$ cat src/rtl/twb_fifo_pkg.sv
package twb_fifo_pkg;

    localparam int DATA_W     = 8;
    localparam int THR_W      = 6;
    localparam int CFG_W      = 16;
    localparam int DCODE_W    = 3;

    localparam int TX_THR_LSB = 0;
    localparam int TX_CLR_BIT = 6;
    localparam int RX_THR_LSB = 8;
    localparam int RX_CLR_BIT = 14;

    typedef enum logic {
        DIR_RX = 1'b0,
        DIR_TX = 1'b1
    } twb_dir_e;

    typedef struct packed {
        logic [THR_W-1:0] rx_thr_m1;
        logic [THR_W-1:0] tx_thr_m1;
    } twb_cfg_t;

    typedef struct packed {
        logic tx_ready;
        logic tx_drain;
        logic rx_ready;
        logic rx_drain;
    } twb_evt_t;

    function automatic int depth_of(input int code);
        return 8 << code;
    endfunction

    function automatic logic [THR_W:0] eff_thr(input logic [THR_W-1:0] field,
                                              input int depth);
        logic [THR_W:0] v;
        v = {1'b0, field} + 1'b1;
        if (int'(v) > depth) v = (THR_W+1)'(depth);
        return v;
    endfunction

endpackage

$ cat src/rtl/twb_byte_fifo.sv
module twb_byte_fifo
    import twb_fifo_pkg::*;
#(
    parameter int DEPTH = 8,
    localparam int PTR_W = $clog2(DEPTH),
    localparam int LVL_W = $clog2(DEPTH + 1)
) (
    input  logic              clk,
    input  logic              rst,
    input  logic              flush,
    input  logic              push,
    input  logic [DATA_W-1:0] wdata,
    input  logic              pop,
    output logic [DATA_W-1:0] rdata,
    output logic [LVL_W-1:0]  level,
    output logic              push_acc,
    output logic              pop_acc,
    output logic              ovf,
    output logic              unf
);
    localparam logic [LVL_W-1:0] FULL_LVL = LVL_W'(DEPTH);

    logic [DATA_W-1:0] mem [DEPTH];
    logic [PTR_W-1:0]  wptr, rptr;
    logic              full, empty;

    assign full     = (level == FULL_LVL);
    assign empty    = (level == '0);
    assign push_acc = push && !full && !flush;
    assign pop_acc  = pop && !empty && !flush;
    assign rdata    = mem[rptr];

    always_ff @(posedge clk) begin
        if (push_acc) mem[wptr] <= wdata;
    end

    always_ff @(posedge clk) begin
        if (rst || flush) begin
            wptr  <= '0;
            rptr  <= '0;
            level <= '0;
            ovf   <= 1'b0;
            unf   <= 1'b0;
        end else begin
            if (push_acc) wptr <= wptr + 1'b1;
            if (pop_acc)  rptr <= rptr + 1'b1;
            case ({push_acc, pop_acc})
                2'b10:   level <= level + 1'b1;
                2'b01:   level <= level - 1'b1;
                default: level <= level;
            endcase
            if (push && full)  ovf <= 1'b1;
            if (pop && empty)  unf <= 1'b1;
        end
    end

    assert_level_bound_R2: assert property (@(posedge clk) disable iff (rst)
        level <= FULL_LVL);

    assert_no_overflow_R3: assert property (@(posedge clk) disable iff (rst)
        (full && push && !pop && !flush) |=> (level == FULL_LVL) && ovf);

    assert_no_underflow_R3: assert property (@(posedge clk) disable iff (rst)
        (empty && pop && !push && !flush) |=> (level == '0) && unf);

    assert_flush_empties_R4: assert property (@(posedge clk) disable iff (rst)
        flush |=> (level == '0) && !ovf && !unf);

endmodule

$ cat src/rtl/twb_xfer_tracker.sv
module twb_xfer_tracker
    import twb_fifo_pkg::*;
#(
    parameter int CNT_W = 16
) (
    input  logic             clk,
    input  logic             rst,
    input  logic             len_wr,
    input  logic [CNT_W-1:0] len_value,
    input  logic             len_is_tx,
    input  logic             tx_push_acc,
    input  logic             rx_pop_acc,
    output logic [CNT_W-1:0] remaining,
    output twb_dir_e         dir
);
    logic load, step;

    assign load = len_wr && (len_value != '0);
    assign step = (dir == DIR_TX) ? tx_push_acc : rx_pop_acc;

    always_ff @(posedge clk) begin
        if (rst) begin
            remaining <= '0;
            dir       <= DIR_RX;
        end else if (load) begin
            remaining <= len_value;
            dir       <= len_is_tx ? DIR_TX : DIR_RX;
        end else if (step && remaining != '0) begin
            remaining <= remaining - 1'b1;
        end
    end

    assert_zero_len_ignored_R6: assert property (@(posedge clk) disable iff (rst)
        (len_wr && len_value == '0 && !step) |=>
            (remaining == $past(remaining)) && (dir == $past(dir)));

    assert_count_step_R7: assert property (@(posedge clk) disable iff (rst)
        (!len_wr) |=> (remaining == $past(remaining)) ||
                      (remaining == $past(remaining) - 1'b1));

    assert_no_wrap_R7: assert property (@(posedge clk) disable iff (rst)
        (!len_wr && remaining == '0) |=> remaining == '0);

endmodule

$ cat src/rtl/twb_event_gen.sv
module twb_event_gen
    import twb_fifo_pkg::*;
#(
    parameter int CNT_W = 16,
    parameter int LVL_W = 4
) (
    input  logic             clk,
    input  logic             rst,
    input  logic [CNT_W-1:0] remaining,
    input  twb_dir_e         dir,
    input  logic [LVL_W-1:0] tx_level,
    input  logic [LVL_W-1:0] rx_level,
    input  logic [THR_W:0]   tx_thr,
    input  logic [THR_W:0]   rx_thr,
    output twb_evt_t         evt
);
    logic [31:0] rem32, txl32, rxl32, txt32, rxt32;
    logic        live_tx, live_rx;

    assign rem32 = 32'(remaining);
    assign txl32 = 32'(tx_level);
    assign rxl32 = 32'(rx_level);
    assign txt32 = 32'(tx_thr);
    assign rxt32 = 32'(rx_thr);

    assign live_tx = (dir == DIR_TX) && (rem32 != 0);
    assign live_rx = (dir == DIR_RX) && (rem32 != 0);

    always_comb begin
        evt          = '0;
        evt.tx_ready = live_tx && (txl32 < txt32) && (rem32 >= txt32);
        evt.tx_drain = live_tx && (txl32 < txt32) && (rem32 <  txt32);
        evt.rx_ready = live_rx && (rxl32 >= rxt32);
        evt.rx_drain = live_rx && (rxl32 <  rxt32) && (rxl32 == rem32);
    end

    assert_tx_exclusive_R9: assert property (@(posedge clk) disable iff (rst)
        !(evt.tx_ready && evt.tx_drain));

    assert_rx_exclusive_R11: assert property (@(posedge clk) disable iff (rst)
        !(evt.rx_ready && evt.rx_drain));

    assert_one_side_R12: assert property (@(posedge clk) disable iff (rst)
        $countones({evt.tx_ready | evt.tx_drain, evt.rx_ready | evt.rx_drain}) <= 1);

endmodule

$ cat src/rtl/twb_fifo_pair.sv
module twb_fifo_pair
    import twb_fifo_pkg::*;
#(
    parameter int DEPTH_CODE = 0,
    parameter int CNT_W      = 16,
    localparam int DEPTH     = depth_of(DEPTH_CODE),
    localparam int LVL_W     = $clog2(DEPTH + 1)
) (
    input  logic              clk,
    input  logic              rst,
    input  logic              cfg_wr,
    input  logic [CFG_W-1:0]  cfg_word,
    input  logic              len_wr,
    input  logic [CNT_W-1:0]  len_value,
    input  logic              len_is_tx,
    input  logic              host_tx_push,
    input  logic [DATA_W-1:0] host_tx_byte,
    input  logic              bus_tx_pop,
    output logic [DATA_W-1:0] bus_tx_byte,
    input  logic              bus_rx_push,
    input  logic [DATA_W-1:0] bus_rx_byte,
    input  logic              host_rx_pop,
    output logic [DATA_W-1:0] host_rx_byte,
    output logic [LVL_W-1:0]  tx_level,
    output logic [LVL_W-1:0]  rx_level,
    output logic [CNT_W-1:0]  bytes_left,
    output logic              tx_ready,
    output logic              tx_drain,
    output logic              rx_ready,
    output logic              rx_drain,
    output logic              tx_overflow,
    output logic              tx_underflow,
    output logic              rx_overflow,
    output logic              rx_underflow,
    output logic [DCODE_W-1:0] depth_code
);
    twb_cfg_t       cfg_q;
    twb_evt_t       evt;
    twb_dir_e       dir;
    logic           tx_flush, rx_flush;
    logic           tx_push_acc, tx_pop_acc, rx_push_acc, rx_pop_acc;
    logic [THR_W:0] tx_thr, rx_thr;

    assign tx_flush   = cfg_wr && cfg_word[TX_CLR_BIT];
    assign rx_flush   = cfg_wr && cfg_word[RX_CLR_BIT];
    assign depth_code = DCODE_W'(DEPTH_CODE);

    always_ff @(posedge clk) begin
        if (rst) begin
            cfg_q <= '0;
        end else if (cfg_wr) begin
            cfg_q.tx_thr_m1 <= cfg_word[TX_THR_LSB +: THR_W];
            cfg_q.rx_thr_m1 <= cfg_word[RX_THR_LSB +: THR_W];
        end
    end

    assign tx_thr = eff_thr(cfg_q.tx_thr_m1, DEPTH);
    assign rx_thr = eff_thr(cfg_q.rx_thr_m1, DEPTH);

    twb_byte_fifo #(.DEPTH(DEPTH)) u_tx_fifo (
        .clk(clk), .rst(rst), .flush(tx_flush),
        .push(host_tx_push), .wdata(host_tx_byte),
        .pop(bus_tx_pop), .rdata(bus_tx_byte),
        .level(tx_level), .push_acc(tx_push_acc), .pop_acc(tx_pop_acc),
        .ovf(tx_overflow), .unf(tx_underflow)
    );

    twb_byte_fifo #(.DEPTH(DEPTH)) u_rx_fifo (
        .clk(clk), .rst(rst), .flush(rx_flush),
        .push(bus_rx_push), .wdata(bus_rx_byte),
        .pop(host_rx_pop), .rdata(host_rx_byte),
        .level(rx_level), .push_acc(rx_push_acc), .pop_acc(rx_pop_acc),
        .ovf(rx_overflow), .unf(rx_underflow)
    );

    twb_xfer_tracker #(.CNT_W(CNT_W)) u_tracker (
        .clk(clk), .rst(rst),
        .len_wr(len_wr), .len_value(len_value), .len_is_tx(len_is_tx),
        .tx_push_acc(tx_push_acc), .rx_pop_acc(rx_pop_acc),
        .remaining(bytes_left), .dir(dir)
    );

    twb_event_gen #(.CNT_W(CNT_W), .LVL_W(LVL_W)) u_events (
        .clk(clk), .rst(rst),
        .remaining(bytes_left), .dir(dir),
        .tx_level(tx_level), .rx_level(rx_level),
        .tx_thr(tx_thr), .rx_thr(rx_thr),
        .evt(evt)
    );

    assign tx_ready = evt.tx_ready;
    assign tx_drain = evt.tx_drain;
    assign rx_ready = evt.rx_ready;
    assign rx_drain = evt.rx_drain;

    assert_idle_quiet_R12: assert property (@(posedge clk) disable iff (rst)
        (bytes_left == '0) |-> !(tx_ready || tx_drain || rx_ready || rx_drain));

    assert_dir_gate_R12: assert property (@(posedge clk) disable iff (rst)
        (dir == DIR_RX) |-> !(tx_ready || tx_drain));

    assert_thr_cap_R5: assert property (@(posedge clk) disable iff (rst)
        (32'(tx_thr) <= DEPTH) && (32'(rx_thr) <= DEPTH) && tx_thr != '0 && rx_thr != '0);

    assert_rx_drain_count_R11: assert property (@(posedge clk) disable iff (rst)
        rx_drain |-> (32'(rx_level) == 32'(bytes_left)));

    assert_tx_decrement_R7: assert property (@(posedge clk) disable iff (rst)
        (dir == DIR_TX && !len_wr && host_tx_push && !tx_flush &&
         32'(tx_level) < DEPTH && bytes_left != '0)
            |=> bytes_left == $past(bytes_left) - 1'b1);

endmodule

$ cat config.mk
export PLATFORM = sky130hd
export DESIGN_NAME = twb_fifo_pair
export DESIGN_NICKNAME = d
export VERILOG_FILES = /design/src/rtl/twb_fifo_pkg.sv /design/src/rtl/twb_byte_fifo.sv /design/src/rtl/twb_xfer_tracker.sv /design/src/rtl/twb_event_gen.sv /design/src/rtl/twb_fifo_pair.sv
export SDC_FILE = /design/constraint.sdc
export NUM_CORES = 1
export LEC_CHECK = 0
export CAP_MARGIN = 20
export CORE_AREA = 2 2 113 142
export CTS_BUF_LIST = sky130_fd_sc_hd__clkbuf_4 sky130_fd_sc_hd__clkbuf_8
export CTS_CLUSTER_DIAMETER = 60
export DETAILED_ROUTE_END_ITERATION = 16
export DIE_AREA = 0 0 115 144
export PLACE_DENSITY = 0.8
export SYNTH_ARGS = -nofsm -noshare
export SYNTH_HDL_FRONTEND = slang
export SYNTH_SLANG_ARGS = --single-unit
export TNS_END_PERCENT = 30
$ cat constraint.sdc
create_clock -name clk -period 3.65 [get_ports clk]
set_clock_uncertainty 0.1 [all_clocks]
set_input_delay 0.5475 -clock clk [delete_from_list [all_inputs] [get_ports clk]]
set_output_delay 0.5475 -clock clk [all_outputs]
set_load 0.03 [all_outputs]
== Word-level counts from Yosys, hierarchy flattened ==
Memories as Yosys holds them, arrays and structs flattened. A register that Yosys moved wholly into a read port is not among the register bits.
Index checks and enable logic that the tools add are counted.
Widths: inputs -> output; s select.
Word-level totals
  register bits: 53
  latch bits: 0
  bits in writable memories: 128
  bits in read-only memories: 0
  bits of input ports: 57
  output and inout port bits: 51
  logic and storage cells: 98
  memories: 2
Memory list
  u_rx_fifo.mem: depth 8, width 8, read ports 1, clocked after memory_dff 1, wr ports 1, RTL line twb_byte_fifo.sv:23  | logic [DATA_W-1:0] mem [DEPTH];
  u_tx_fifo.mem: depth 8, width 8, read ports 1, clocked after memory_dff 1, wr ports 1, RTL line twb_byte_fifo.sv:23
Cells by class
  $add $sub $neg: 11
  multipliers: 0
  div/mod/pow operators: 0
  order comparisons: 7
  eq/ne operators: 7
  shifts and indexed selects: 0
  muxes and demuxes: 16
  bitwise operators: 1
  reductions and logical operators: 40
Operator list (count)
  $mux 16: 2
  $reduce_bool 16->1: 2
  $reduce_bool 32->1: 1
  $logic_and 1x1->1: 24
  $eq 4x16->1: 1
  $ge 16x7->1: 1
  $lt 16x7->1: 1
  $pmux 4 s2: 2
  $sub 16x1->16 const B: 1
  $add 6x1->7 const B: 2
  $gt 7x4->1 const B: 2
  $lt 4x7->1: 2
  $mux 7: 2
  $add 3x1->3 const B: 4
  $mux 3: 4
  $add 4x1->4 const B: 2
  $eq 4x4->1 const B: 2
  $logic_not 4->1: 2
  $sub 4x1->4 const B: 2
  $ge 4x7->1: 1
  $logic_not 1->1: 6
  $mux 1: 6
  $reduce_bool 2->1: 3
  $eq 2x1->1 const B: 2
  other kinds (3): 5

== Longest topological paths before layout ==
  depth in word-level cells: 8
  depth in mapped cells: 12
  gate-level depth less buffers: 12

== Hierarchy ==
Synthesis repeated with hierarchy kept, for this count alone.
Unflattened totals
  cell total of the unflattened synthesis: 645
  area, all modules: 8808.4 µm²
Modules (own cells, without submodules)
  twb_byte_fifo: instances 2, cells an instance 177, area each 3210.6 µm², seq. area each 2222.1 µm²
  twb_xfer_tracker: instances 1, cells an instance 133, area each 1123.6 µm², seq. area each 340.3 µm²
  twb_fifo_pair: instances 1, cells an instance 92, area each 758.2 µm², seq. area each 240.2 µm²
  twb_event_gen: instances 1, cells an instance 66, area each 505.5 µm², seq. area each 0.0 µm²

== Least setup slack after synthesis ==
No wires, ideal clock.
  kind: register to output
  start point: register cfg_q[0] (netlist bit)
  end point: output tx_drain
  arrival time: 2.788 ns
  required time: 3.002 ns
  path slack: 0.215 ns
  stages on the path, launching flop included: 10
  buffers on the path: 0
  cell sequence: dfxtp_1 ha_1 nand2b_1 a21oi_1 a211o_1 nand3_1 ha_1 a21boi_0 o31a_1 nor4_1
Between the ends
  longest elaborated chain between the ends: 6
  elaborated cells between the ends (all ways): 7
  classes of those cells: 1 x add/sub; 3 x order compare; 1 x mux; 2 x reduce/logical
RTL lines
  from (decl): RTL line twb_fifo_pair.sv:37  | twb_cfg_t cfg_q;
  $add 6x1->7 (*): RTL line twb_fifo_pkg.sv:37  | v = {1'b0, field} + 1'b1;
  $gt 7x4->1: RTL line twb_fifo_pkg.sv:38  | if (int'(v) > depth) v = (THR_W+1)'(depth);
  $mux 7 (*): RTL line twb_fifo_pkg.sv:38
  parallel branches: the longest is 2 deep, another holds $lt 16x7->1
  $logic_and 1x1->1 (*): RTL line twb_event_gen.sv:32  | evt.tx_drain = live_tx && (txl32 < txt32) && (rem32 < txt32);
  to (decl): RTL line twb_fifo_pair.sv:28  | output logic tx_drain,
Mark *: on every way between the ends.

== Worst setup path in the final report ==
  start point: register cfg_q[1] (netlist bit)
  end point: output tx_drain
The elaborated chain is that of the path after synthesis.

==> impl_metrics.csv <==
group,metric,value,unit
die,rows,51,
pwr,comb_power_share,17.6,%
global_routing,grt_pass1_wl,28.5,mm
clock_tree,h-tree-depth,4,
layout,post_route_cells_drive_above_1_share,19.4,%
clock_tree,worstSkewPairLatency,0.46,ns
timing,setup_viol,0,
synthesis,yosysSeqAreaShare,59.2,%
clock_tree,cts_sinks,187,
synthesis,ys_ff_latch,187,
synthesis,synth_warnings,0,
synthesis,synth_edf_count,128,
pwr,ir_drop,0.000269,V
routing,routedWlPerCell,19.2,um
die,coreArea,0.0153,mm^2
timing,drv_slew,0,
synthesis,yosysMostFrequentCell,"edfxtp_1",
placement,port_buffers,102,
timing,fin_crit,3.57,ns
worst_setup_path,crit_fanout,6,
synthesis,synth_area_leaders,"edfxtp_1, dfxtp_1, mux4_2, ha_1, nor2_1",
routing,drc,0,
layout,fillers,1099,
clock_tree,cts.clk_slew.worst_paths,0.09,ns
global_routing,grt_pass1_vias,5778,
timing,worst_slew_pin_slew,0.930,ns
worst_setup_path,cp.arrival,2.92,ns
pwr,p_int,3.40,mW
clock_tree,cts_buffer_depth,2,
layout,n_antenna_cell,0,
pwr,switchingPower,1.26,mW
min_path,min_path_type,"reg -> reg",
worst_setup_path,critPathCapture,"tx_drain",
layout,seq_area,0.00503,mm^2
layout,utilization,67.9,%
placement,dp_hpwl,12.7,mm
pwr,p_seq_share,51.5,%
routing,drt_iter0_drc,398,
synthesis,synth-main-ff-cell,"edfxtp_1",
pwr,power_density,448,mW/mm^2
routing,num_vias,5728,
worst_setup_path,cp-startpoint,"cfg_q[1]",
layout,multi_input_area,0.00337,mm^2
routing,ant_nets,0,
timing,rsz0062_at_grt,"true",
clock_tree,hold_buffers,0,
layout,final_cell_area,0.0104,mm^2
worst_setup_path,crit_type,"reg -> out",
die,fp.dieW,115,um
clock_tree,cts_made_buffers,17,
global_routing,grt_max_degree,39,
pwr,p_sw_share,27.0,%
global_routing,use_met3,4.99,%
placement,gp_congestion,0.891,
clock_tree,clockRootBuffer,"clkbuf_8",
worst_setup_path,end_kind,"primary output",
synthesis,synth_area_leader_cell,"edfxtp_1",
synthesis,avgSynthCellArea,13.4,um^2
global_routing,grt_usage,22.6,%
die,initial_core_util,55.4,%
timing,hold_viol,0,
die,die-area,0.0166,mm^2
synthesis,synth_cell_type_count,65,
routing,viasPerCell,5.97,
synthesis,synth_top_area_share,45.3,%
synthesis,syn_area,0.00848,mm^2
worst_setup_path,start_kind,"flip-flop",
layout,nNetsFinal,849,
global_routing,grt_remaining_overflow,0,
timing,max-slew-margin-rel,37.8,%
worst_setup_path,r2r-start,"u_rx_fifo.level[0]",
die,die_h,144,um
routing,routed_wl,18.4,mm
worst_setup_path,reg2regPathDepth,10,
worst_setup_path,r2r_setup_slack,0.58,ns
pwr,clkPwrFrac,30.9,%
global_routing,antenna_found_initial,0,
pwr,total_leakage_power,3.67,nW
timing,fin_worst_hold_slack,0.384,ns
layout,syn_to_final_growth,22.6,%
global_routing,met1_usage,27.0,%
routing,drtPass1Iterations,5,
run_status,status,"complete, no violations",
synthesis,async_reset_ff_share,0,%
run,drv_cap,0,
worst_setup_path,regToRegEndpoint,"u_rx_fifo.level[3]",
global_routing,busiest_layer,"met2",
worst_setup_path,crit_required,3.00,ns
global_routing,grt.met2_usage,39.8,%
synthesis,synth.cells.most_frequent,"edfxtp_1, dfxtp_1, nor2_1, nand2_1, mux4_2",
timing,finalCritPeriodShare,97.7,%
synthesis,netlist_instances,633,
die,io_pins,108,
clock_tree,tritoncts,"yes",
timing,max_freq,280,MHz
placement,post_dp_cell_area,0.00984,mm^2
-- power groups by stage --
stage                     registers, mW  logic, mW  clock network, mW
final                              2.40      0.820               1.44
after global routing               2.41      0.885               1.54
after CTS                          2.40      0.796               1.46
after detailed placement           2.44      0.794                  0
after global placement             2.44      0.768                  0
after floorplan                    2.46      0.472                  0
-- what timing repair did --
item / in CTS / in global routing
gates resized for setup: 25 / 24
buffers inserted: 0 / 3
setup endpoints to repair: 4 / 4
pin swaps: 2 / 13
-- worst min-delay path by stage --
stage                       from           endpoint  slack, ns  depth (start not counted)
3_5_place_dp       u_tx_fifo.unf      u_tx_fifo.unf       0.37                          2
3_3_place_gp       u_rx_fifo.unf      u_rx_fifo.unf       0.36                          2
4_1_cts            u_tx_fifo.unf      u_tx_fifo.unf       0.39                          2
5_1_grt            u_tx_fifo.ovf      u_tx_fifo.ovf       0.40                          1
2_1_floorplan  u_rx_fifo.wptr[0]  u_rx_fifo.wptr[0]       0.36                          2
6_report           u_tx_fifo.ovf      u_tx_fifo.ovf       0.38                          1
-- area by class of cell --
class	count	share of cell area, %
Inverter	20	0.722
Clock inverter	15	1.78
Clock buffer	17	2.25
Tap cell	185	2.23
Timing Repair Buffer	136	12.2
Multi-Input combinational cell	399	32.4
Sequential cell	187	48.4
-- layer usage --
layer / part of all wire [%] / vias to the layer above / wire length (um)
li1: - / 2653 / -
met1: 40 / 2831 / 7290
met4: 2.4 / 0 / 437
met5: 0 / - / 0
met2: 53 / 203 / 9820
met3: 4.6 / 41 / 855
-- critical path, stage by stage (launching register included) --
cell and delay [ns]:
dfxtp_4 0.38, ha_4 0.19, a31oi_4 0.19, a41oi_2 0.06
nor2_2 0.17, and2_4 0.18, nand2_4 0.06, ha_4 0.22
a21oi_2 0.12, o22ai_1 0.07, nor2_1 0.13, o211ai_1 0.12
nor4_2 0.35, buf_4 0.21
-- state kept, by name, summed over array words and instances, names as in the netlist, named ones only --
| signal | flops |
|---|---|
| cfg_q | 12 |
| u_rx_fifo.level | 4 |
| u_rx_fifo.mem | 64 |
| u_rx_fifo.ovf | 1 |
| u_rx_fifo.rptr | 3 |
| u_rx_fifo.unf | 1 |
| u_rx_fifo.wptr | 3 |
| u_tracker.dir | 1 |
| u_tracker.remaining | 16 |
| u_tx_fifo.level | 4 |
| u_tx_fifo.mem | 64 |
| u_tx_fifo.ovf | 1 |
| u_tx_fifo.rptr | 3 |
| u_tx_fifo.unf | 1 |
| u_tx_fifo.wptr | 3 |
-- cells in the final DEF (no fill, tap or decap), types with 4 or more instances in the layout --
cell             instances
inv_6                    4
edfxtp_1               128
nand2_1                 36
clkbuf_8                17
a21oi_1                 20
mux2_2                  17
xnor2_1                  9
nor3b_1                  7
mux4_2                  32
nand2b_1                10
inv_1                   20
nand3_1                 20
nand4_1                  5
ha_1                    26
or4_1                    4
a22o_1                   4
xor2_1                  15
nor2_1                  58
conb_1                   6
nor4_1                  13
o211ai_1                 4
nor3_1                  23
dfxtp_1                 55
mux2i_1                 14
buf_4                   37
clkdlybuf4s50_1         98
o21ai_0                  9
-- metrics by stage --
step,power [mW],setup slack (ns),instances,setup TNS (ns)
6_report,4.66,0.0827,959,0
5_1_grt,4.84,-0.0935,959,-0.182
4_1_cts,4.65,-0.0101,956,-0.0101
3_5_place_dp,3.24,-0.0700,924,-0.0700
3_3_place_gp,3.21,0.0695,924,0
2_1_floorplan,2.93,0.215,637,0
-- kinds of logic after synthesis --
| logic type | synth area share, % |
|---|---|
| xor+xnor | 2.48 |
| compound gates | 6.40 |
| simple gates | 12.1 |
| flops | 59.2 |
| buf+inv | 2.54 |
| fa+ha+maj | 4.75 |
| mux | 12.4 |
| other cells | 0.0885 |
No activity file was read; power rests on OpenSTA's default activity.
